## src/rtl/rra_pkg.sv

```systemverilog
package rra_pkg;
   // What the pointer register does at the next edge
   typedef enum logic {
      PTR_KEEP = 1'b0,
      PTR_LOAD = 1'b1
   } ptr_op_e;
endpackage

```

## src/rtl/rra_rotl.sv

```systemverilog
module rra_rotl #(
   parameter int WIDTH = 4
) (
   input  logic [WIDTH-1:0] din,
   output logic [WIDTH-1:0] dout
);
   if (WIDTH < 2) begin : g_bad_width
      $error("rra_rotl: WIDTH must be at least 2");
   end

   // Each output bit takes the bit one position below it; bit 0 takes the top bit
   for (genvar i = 0; i < WIDTH; i++) begin : g_bit
      if (i == 0) begin : g_wrap
         assign dout[i] = din[WIDTH-1];
      end else begin : g_shift
         assign dout[i] = din[i-1];
      end
   end
endmodule

```

## src/rtl/rra_wrap_pick.sv

```systemverilog
module rra_wrap_pick #(
   parameter int WIDTH = 4
) (
   input  logic [WIDTH-1:0] req,
   input  logic [WIDTH-1:0] base,
   output logic [WIDTH-1:0] pick
);
   localparam int DW = 2 * WIDTH;

   if (WIDTH < 2) begin : g_bad_width
      $error("rra_wrap_pick: WIDTH must be at least 2");
   end

   logic [DW-1:0] dbl;
   logic [DW-1:0] base_ext;
   logic [DW-1:0] diff;
   logic [DW-1:0] keep;

   assign dbl      = {req, req};
   assign base_ext = {{WIDTH{1'b0}}, base};
   // The borrow runs up through zeros and clears the first set bit at or above base
   assign diff     = dbl - base_ext;
   assign keep     = dbl & ~diff;

   // Fold the upper copy (wrapped hits) onto the lower copy
   for (genvar i = 0; i < WIDTH; i++) begin : g_fold
      assign pick[i] = keep[i] | keep[i+WIDTH];
   end

   // for any one-hot base: result is one-hot, lies on a request, and is present when any request is
   always_comb begin
      if ($onehot(base)) begin
         a_r1_pick_onehot: assert ($onehot0(pick));
         a_r2_pick_on_req: assert ((pick & ~req) == '0);
         a_r2_pick_present: assert ((req == '0) || (pick != '0));
      end
   end
endmodule

```

## src/rtl/rra_ptr_reg.sv

```systemverilog
module rra_ptr_reg
   import rra_pkg::*;
#(
   parameter int WIDTH = 4
) (
   input  logic             clk,
   input  logic             rst_n,
   input  ptr_op_e          op,
   input  logic [WIDTH-1:0] nxt,
   output logic [WIDTH-1:0] ptr
);
   localparam logic [WIDTH-1:0] PTR_RESET = {{(WIDTH-1){1'b0}}, 1'b1};

   if (WIDTH < 2) begin : g_bad_width
      $error("rra_ptr_reg: WIDTH must be at least 2");
   end

   always_ff @(posedge clk or negedge rst_n) begin
      if (!rst_n) begin
         ptr <= PTR_RESET;
      end else if (op == PTR_LOAD) begin
         ptr <= nxt;
      end
   end

   // no load request, no change
   a_r5_keep_stable: assert property (@(posedge clk) disable iff (!rst_n)
      (op == PTR_KEEP) |=> $stable(ptr));
   // The pointer stays one-hot
   a_r7_ptr_onehot: assert property (@(posedge clk) disable iff (!rst_n)
      $onehot(ptr));
endmodule

```

## src/rtl/rr_hold_arbiter.sv

```systemverilog
module rr_hold_arbiter
   import rra_pkg::*;
#(
   parameter int NUM_REQ = 4
) (
   input  logic               clk,
   input  logic               rst_n,
   input  logic [NUM_REQ-1:0] req_vec,
   input  logic               adv,
   output logic [NUM_REQ-1:0] gnt
);
   // refuse degenerate sizes
   if (NUM_REQ < 2) begin : g_bad_num_req
      $error("rr_hold_arbiter: NUM_REQ must be at least 2");
   end

   logic [NUM_REQ-1:0] ptr;
   logic [NUM_REQ-1:0] ptr_nxt;
   ptr_op_e            ptr_op;

   rra_wrap_pick #(.WIDTH(NUM_REQ)) u_pick (
      .req  (req_vec),
      .base (ptr),
      .pick (gnt)
   );

   rra_rotl #(.WIDTH(NUM_REQ)) u_rot (
      .din  (gnt),
      .dout (ptr_nxt)
   );

   // Advance only when asked and when there is a winner to step past
   assign ptr_op = (adv && (req_vec != '0)) ? PTR_LOAD : PTR_KEEP;

   rra_ptr_reg #(.WIDTH(NUM_REQ)) u_ptr (
      .clk   (clk),
      .rst_n (rst_n),
      .op    (ptr_op),
      .nxt   (ptr_nxt),
      .ptr   (ptr)
   );

   a_r1_grant_onehot: assert property (@(posedge clk) disable iff (!rst_n)
      $onehot0(gnt));
   a_r2_grant_on_request: assert property (@(posedge clk) disable iff (!rst_n)
      (gnt & ~req_vec) == '0);
   a_r4_pointer_steps: assert property (@(posedge clk) disable iff (!rst_n)
      (adv && (req_vec != '0)) |=>
         (ptr == {$past(gnt[NUM_REQ-2:0]), $past(gnt[NUM_REQ-1])}));
   a_r5_hold_grant: assert property (@(posedge clk) disable iff (!rst_n)
      (!adv) ##1 $stable(req_vec) |-> $stable(gnt));
   a_r6_idle_no_grant: assert property (@(posedge clk) disable iff (!rst_n)
      (req_vec == '0) |-> (gnt == '0));
   a_r6_idle_keeps_ptr: assert property (@(posedge clk) disable iff (!rst_n)
      (req_vec == '0) |=> $stable(ptr));
endmodule

```

## config.mk

```make
export PLATFORM = sky130hd
export DESIGN_NAME = rr_hold_arbiter
export DESIGN_NICKNAME = d
export VERILOG_FILES = /design/src/rtl/rra_pkg.sv /design/src/rtl/rra_rotl.sv /design/src/rtl/rra_wrap_pick.sv /design/src/rtl/rra_ptr_reg.sv /design/src/rtl/rr_hold_arbiter.sv
export SDC_FILE = /design/constraint.sdc
export NUM_CORES = 1
export LEC_CHECK = 0
export CORE_AREA = 3 3 40 42
export CTS_CLUSTER_DIAMETER = 200
export DETAILED_ROUTE_END_ITERATION = 8
export DIE_AREA = 0 0 43 45
export GPL_ROUTABILITY_DRIVEN = 0
export SYNTH_ARGS = -nofsm -noshare
export SYNTH_HDL_FRONTEND = slang
export SYNTH_SLANG_ARGS = --single-unit
```

## constraint.sdc

```tcl
create_clock -name clk -period 2.2 [get_ports clk]
set_input_delay 0.44 -clock clk [delete_from_list [all_inputs] [get_ports clk]]
set_output_delay 0.44 -clock clk [all_outputs]
set_load 0.01 [all_outputs]
```

==> flow_summary.html <==
<table>
<tr><th>Metric</th><th>Value</th></tr>
<tr><th colspan="2">Status</th></tr>
<tr><td>Status</td><td>complete, no violations</td></tr>
<tr><th colspan="2">Floorplan</th></tr>
<tr><td>Die Y-Extent</td><td>45 um</td></tr>
<tr><td>Horiz. Die Dim</td><td>43 um</td></tr>
<tr><td>Std-Cell Rows</td><td>13</td></tr>
<tr><td>Total Die Area</td><td>1935 sq um</td></tr>
<tr><td>I/O pin count</td><td>11</td></tr>
<tr><td>Initial standard-cell utilization of the core</td><td>0.3106</td></tr>
<tr><td>Area of the core</td><td>1285 sq um</td></tr>
<tr><th colspan="2">STA</th></tr>
<tr><td>Max-slew violation total from the final report</td><td>0</td></tr>
<tr><td>Final hold slack</td><td>0.4002 ns</td></tr>
<tr><td>Post-route setup TNS</td><td>0 ns</td></tr>
<tr><td>Fin crit share</td><td>0.9948</td></tr>
<tr><td>Final worst-path setup slack</td><td>0.01147 ns</td></tr>
<tr><td>Clock skew after layout</td><td>0.007582 ns</td></tr>
<tr><td>Slew at the pin with the worst max-slew slack</td><td>0.3245 ns</td></tr>
<tr><td>Number of endpoints failing setup at the final stage</td><td>0</td></tr>
<tr><td>Max Clk Rate</td><td>456.9 MHz</td></tr>
<tr><td>Normalized max-slew margin</td><td>0.7829</td></tr>
<tr><td>Unrepaired setup endpoints after global routing</td><td>yes</td></tr>
<tr><td>Minimum clock period</td><td>2.189 ns</td></tr>
<tr><td>Number of hold-slack violations in the final timing report</td><td>0</td></tr>
<tr><th colspan="2">Global routing</th></tr>
<tr><td>Number of global-route vias before repair</td><td>411</td></tr>
<tr><td>Antenna violations before repair</td><td>0</td></tr>
<tr><td>Maximum number of pins on one net before global-route repair</td><td>7</td></tr>
<tr><td>Sum of overflow across all layers after global routing</td><td>0</td></tr>
<tr><td>First-pass GRT wire length</td><td>1.697 mm</td></tr>
<tr><td>GRT Resource Usage Total</td><td>0.1172</td></tr>
<tr><th colspan="2">Worst setup path</th></tr>
<tr><td>FF-to-FF Start</td><td>u_ptr.ptr[2]</td></tr>
<tr><td>Category of the most critical setup path</td><td>reg -&gt; out</td></tr>
<tr><td>Crit path required time</td><td>around 1.8 ns</td></tr>
<tr><td>Startpoint of the worst setup timing path</td><td>u_ptr.ptr[0]</td></tr>
<tr><td>Worst-case register-to-register setup slack</td><td>0.40 ns</td></tr>
<tr><td>Max FO, Critical Path</td><td>2</td></tr>
<tr><td>Reg-to-reg endpoint</td><td>u_ptr.ptr[0]</td></tr>
<tr><td>Cells on worst reg2reg path</td><td>9</td></tr>
<tr><td>Crit path capture type</td><td>primary output</td></tr>
<tr><td>Crit path capture</td><td>gnt[2]</td></tr>
<tr><td>Cell with the largest stage delay on the worst path</td><td>sky130_fd_sc_hd__dfstp_2</td></tr>
<tr><td>Highest cell delay on the worst timing path</td><td>between 0.5 and 0.6 ns</td></tr>
<tr><td>Arrival @ worst endpoint</td><td>1.75 ns</td></tr>
<tr><td>Startpoint type of the worst setup path</td><td>flip-flop</td></tr>
<tr><td>Ordered cell list for the critical path</td><td>nand2b_4 -&gt; fa_2 -&gt; buf_6 -&gt; xnor2_2 -&gt; o21a_1 -&gt; buf_2</td></tr>
<tr><th colspan="2">Placed design</th></tr>
<tr><td>Setup slack after placement</td><td>-0.6959 ns</td></tr>
<tr><td>Placed Instance Area</td><td>615.6 sq um</td></tr>
<tr><td>Post-detail-place hpwl</td><td>770.7 um</td></tr>
<tr><td>Port Buffers</td><td>10</td></tr>
<tr><th colspan="2">Cells and area</th></tr>
<tr><td>Largest register FFs</td><td>4</td></tr>
<tr><td>Post-layout instance area</td><td>724.4 sq um</td></tr>
<tr><td>Diodes inserted</td><td>0</td></tr>
<tr><td>Synthesis-to-layout area growth</td><td>81.50%</td></tr>
<tr><td>Number of nets at the end of the flow</td><td>81</td></tr>
<tr><td>Register with the most flip-flops</td><td>u_ptr.ptr</td></tr>
<tr><td>Fraction of final layout cells sized beyond drive strength 1</td><td>0.6522</td></tr>
<tr><td>Biggest registers after layout</td><td>u_ptr.ptr (4)</td></tr>
<tr><td>Layout Utilization</td><td>0.5638</td></tr>
<tr><th colspan="2">Pwr</th></tr>
<tr><td>Logic pwr share</td><td>0.701</td></tr>
<tr><td>Fraction of power consumed by the clock network</td><td>0.135</td></tr>
<tr><td>Switching Power</td><td>0.2822 mW</td></tr>
<tr><td>Sequential power share</td><td>0.164</td></tr>
<tr><td>Cell-internal power</td><td>between 0.4 and 0.5 mW</td></tr>
<tr><td>Highest ir drop seen on vdd</td><td>469.9 uV</td></tr>
<tr><td>Switching fraction of total power</td><td>0.3788</td></tr>
<tr><td>Cell Pwr Density</td><td>just over 1000 nW/um^2</td></tr>
<tr><td>Reported leakage power</td><td>~0.33 nW</td></tr>
<tr><th colspan="2">Job</th></tr>
<tr><td>Maxcap violations</td><td>0</td></tr>
<tr><th colspan="2">Clock network</th></tr>
<tr><td>Sink Count</td><td>4</td></tr>
<tr><td>Buffer cell driving the clock tree root</td><td>sky130_fd_sc_hd__clkbuf_4</td></tr>
<tr><td>Clock tree from TritonCTS</td><td>yes</td></tr>
<tr><td>CTS Hold Buffers Added</td><td>0</td></tr>
<tr><td>CTS buffer count</td><td>3</td></tr>
<tr><td>Clock transition at the register clock pins on the worst setup and hold paths after CTS</td><td>0.04 ns</td></tr>
<tr><td>Bufs on Longest Clock Path</td><td>2</td></tr>
<tr><td>Htree depth</td><td>1</td></tr>
<tr><td>Latest clock arrival within the worst-skew pair</td><td>0.24 ns</td></tr>
<tr><th colspan="2">Detailed routing</th></tr>
<tr><td>Total number of vias</td><td>between 300 and 400</td></tr>
<tr><td>DRC</td><td>0</td></tr>
<tr><td>First-pass detailed-route iteration total</td><td>2</td></tr>
<tr><td>Routed wire length</td><td>1.055 mm</td></tr>
<tr><td>Routed wire per std cell</td><td>12.56 um</td></tr>
<tr><td>Starting DRT DRC Count</td><td>5</td></tr>
<tr><td>Routed vias/inst</td><td>4.726</td></tr>
<tr><td>Final antenna-violating net count</td><td>0</td></tr>
<tr><th colspan="2">Synth</th></tr>
<tr><td>Post-synthesis instance total</td><td>38</td></tr>
<tr><td>Top cells by instance count after synthesis</td><td>sky130_fd_sc_hd__inv_1, sky130_fd_sc_hd__dfrtp_1, sky130_fd_sc_hd__ha_1, sky130_fd_sc_hd__nand2_1</td></tr>
<tr><td>Post-synth EDFFs</td><td>0</td></tr>
<tr><td>Async set-reset flop share out of synthesis</td><td>1.000</td></tr>
<tr><td>Number of distinct library cell variants in the gate-level netlist after synthesis</td><td>24</td></tr>
<tr><td>Mapped Area</td><td>around 400 sq um</td></tr>
<tr><td>Post-synth net total</td><td>49</td></tr>
<tr><td>Top cells by area in the synthesized netlist</td><td>sky130_fd_sc_hd__dfrtp_1, sky130_fd_sc_hd__ha_1, sky130_fd_sc_hd__o41ai_4, sky130_fd_sc_hd__dfstp_2, sky130_fd_sc_hd__mux2_2</td></tr>
<tr><td>Post-synthesis area per instance</td><td>approximately 11 sq um</td></tr>
<tr><td>Total number of yosys warnings</td><td>0</td></tr>
<tr><td>Most common cell in the synthesized netlist</td><td>sky130_fd_sc_hd__inv_1</td></tr>
<tr><td>Yosys top cell by area</td><td>sky130_fd_sc_hd__dfrtp_1</td></tr>
<tr><td>Portion of the post-synthesis area used by sequential elements</td><td>0.2539</td></tr>
<tr><td>Number of flip-flops and latches in the synthesized netlist</td><td>4</td></tr>
<tr><td>Primary flip-flop cell chosen by synthesis mapping</td><td>sky130_fd_sc_hd__dfrtp_1</td></tr>
<tr><td>Portion of synthesized cell area occupied by the leading cell type</td><td>0.1881</td></tr>
<tr><th colspan="2">Min path</th></tr>
<tr><td>Worst hold-check path type</td><td>in -&gt; async</td></tr>
</table>
cell families after synthesis:
| logic type | Yosys count | synth area share |
|---|---|---|
| AND/OR/NAND/NOR | 9 | 0.1379 |
| flip-flops | 4 | 0.2539 |
| adder cells (fa/ha/maj) | 4 | 0.1442 |
| multiplexers | 2 | 0.05642 |
| buffers and inverters | 5 | 0.04703 |
| AO/OA/AOI/OAI | 13 | 0.3385 |
| XOR/XNOR | 1 | 0.02195 |
cells in the final DEF, fill, tap and decap left out, drive strengths merged, types with 2 or more instances in the layout:
cell | Yosys | layout
dlygate4sd2 | 0 | 2
clkdlybuf4s50 | 0 | 2
mux2 | 2 | 2
nand2 | 3 | 3
ha | 3 | 3
dfrtp | 3 | 3
clkbuf | 0 | 6
nor3b | 2 | 2
inv | 5 | 5
buf | 0 | 21
o21a | 2 | 2
a21o | 2 | 2
worst min-delay path by stage:
stage                       from            to  slack [ns]
detailed placement  u_ptr.ptr[1]  u_ptr.ptr[1]        0.50
finish                     rst_n  u_ptr.ptr[3]        0.40
CTS                        rst_n  u_ptr.ptr[3]        0.40
floorplan                  rst_n  u_ptr.ptr[1]        0.14
global route               rst_n  u_ptr.ptr[3]        0.41
global placement    u_ptr.ptr[1]  u_ptr.ptr[1]        0.49
repair_timing:
| item | 4_1_cts | 5_1_grt |
|---|---|---|
| setup endpoints to repair | 4 | 4 |
| pin swaps | 9 | 7 |
| resized for setup | 32 | 8 |
| setup buffers | 2 | 2 |
critical path: cells and delay by family (launching register included):
kind	cells	cell delay [ns]
flops	1	0.54
fa+ha+maj	1	0.35
buf+inv	2	0.27
compound gates	1	0.18
xor+xnor	1	0.11
simple gates	1	0.06
cell type report:
cell class | instances | area, sq um
Multi-Input combinational cell | 29 | 360.3
Inverter | 5 | 18.77
Fill cell | 114 | 560.5
Clock buffer | 4 | 26.28
Timing Repair Buffer | 27 | 198.9
Sequential cell | 4 | 101.3
Tap cell | 15 | 18.77
layer usage:
metal  global-route usage  routed length (um)  up-vias
met1               0.1443                 495      179
met4              0.05422                   0        0
met3              0.01992                  45        0
met5                    0                   0        -
met2               0.2006                 515       10
li1                     -                   -      208
power groups by stage:
stage / logic, mW / registers [mW] / clock network, mW
after CTS: 0.463 / 0.122 / 0.106
after detailed placement: 0.407 / 0.123 / 0
final: 0.522 / 0.122 / 0.100
after global routing: 0.562 / 0.128 / 0.105
after floorplan: 0.222 / 0.120 / 0
after global placement: 0.406 / 0.123 / 0
through the flow:
step | std cells | power, mW
2_1_floorplan | 38 | 0.3423
3_3_place_gp | 76 | 0.5287
3_5_place_dp | 76 | 0.5300
4_1_cts | 82 | 0.6913
5_1_grt | 84 | 0.7955
6_report | 84 | 0.7448
(Power assumes the default switching activity.)
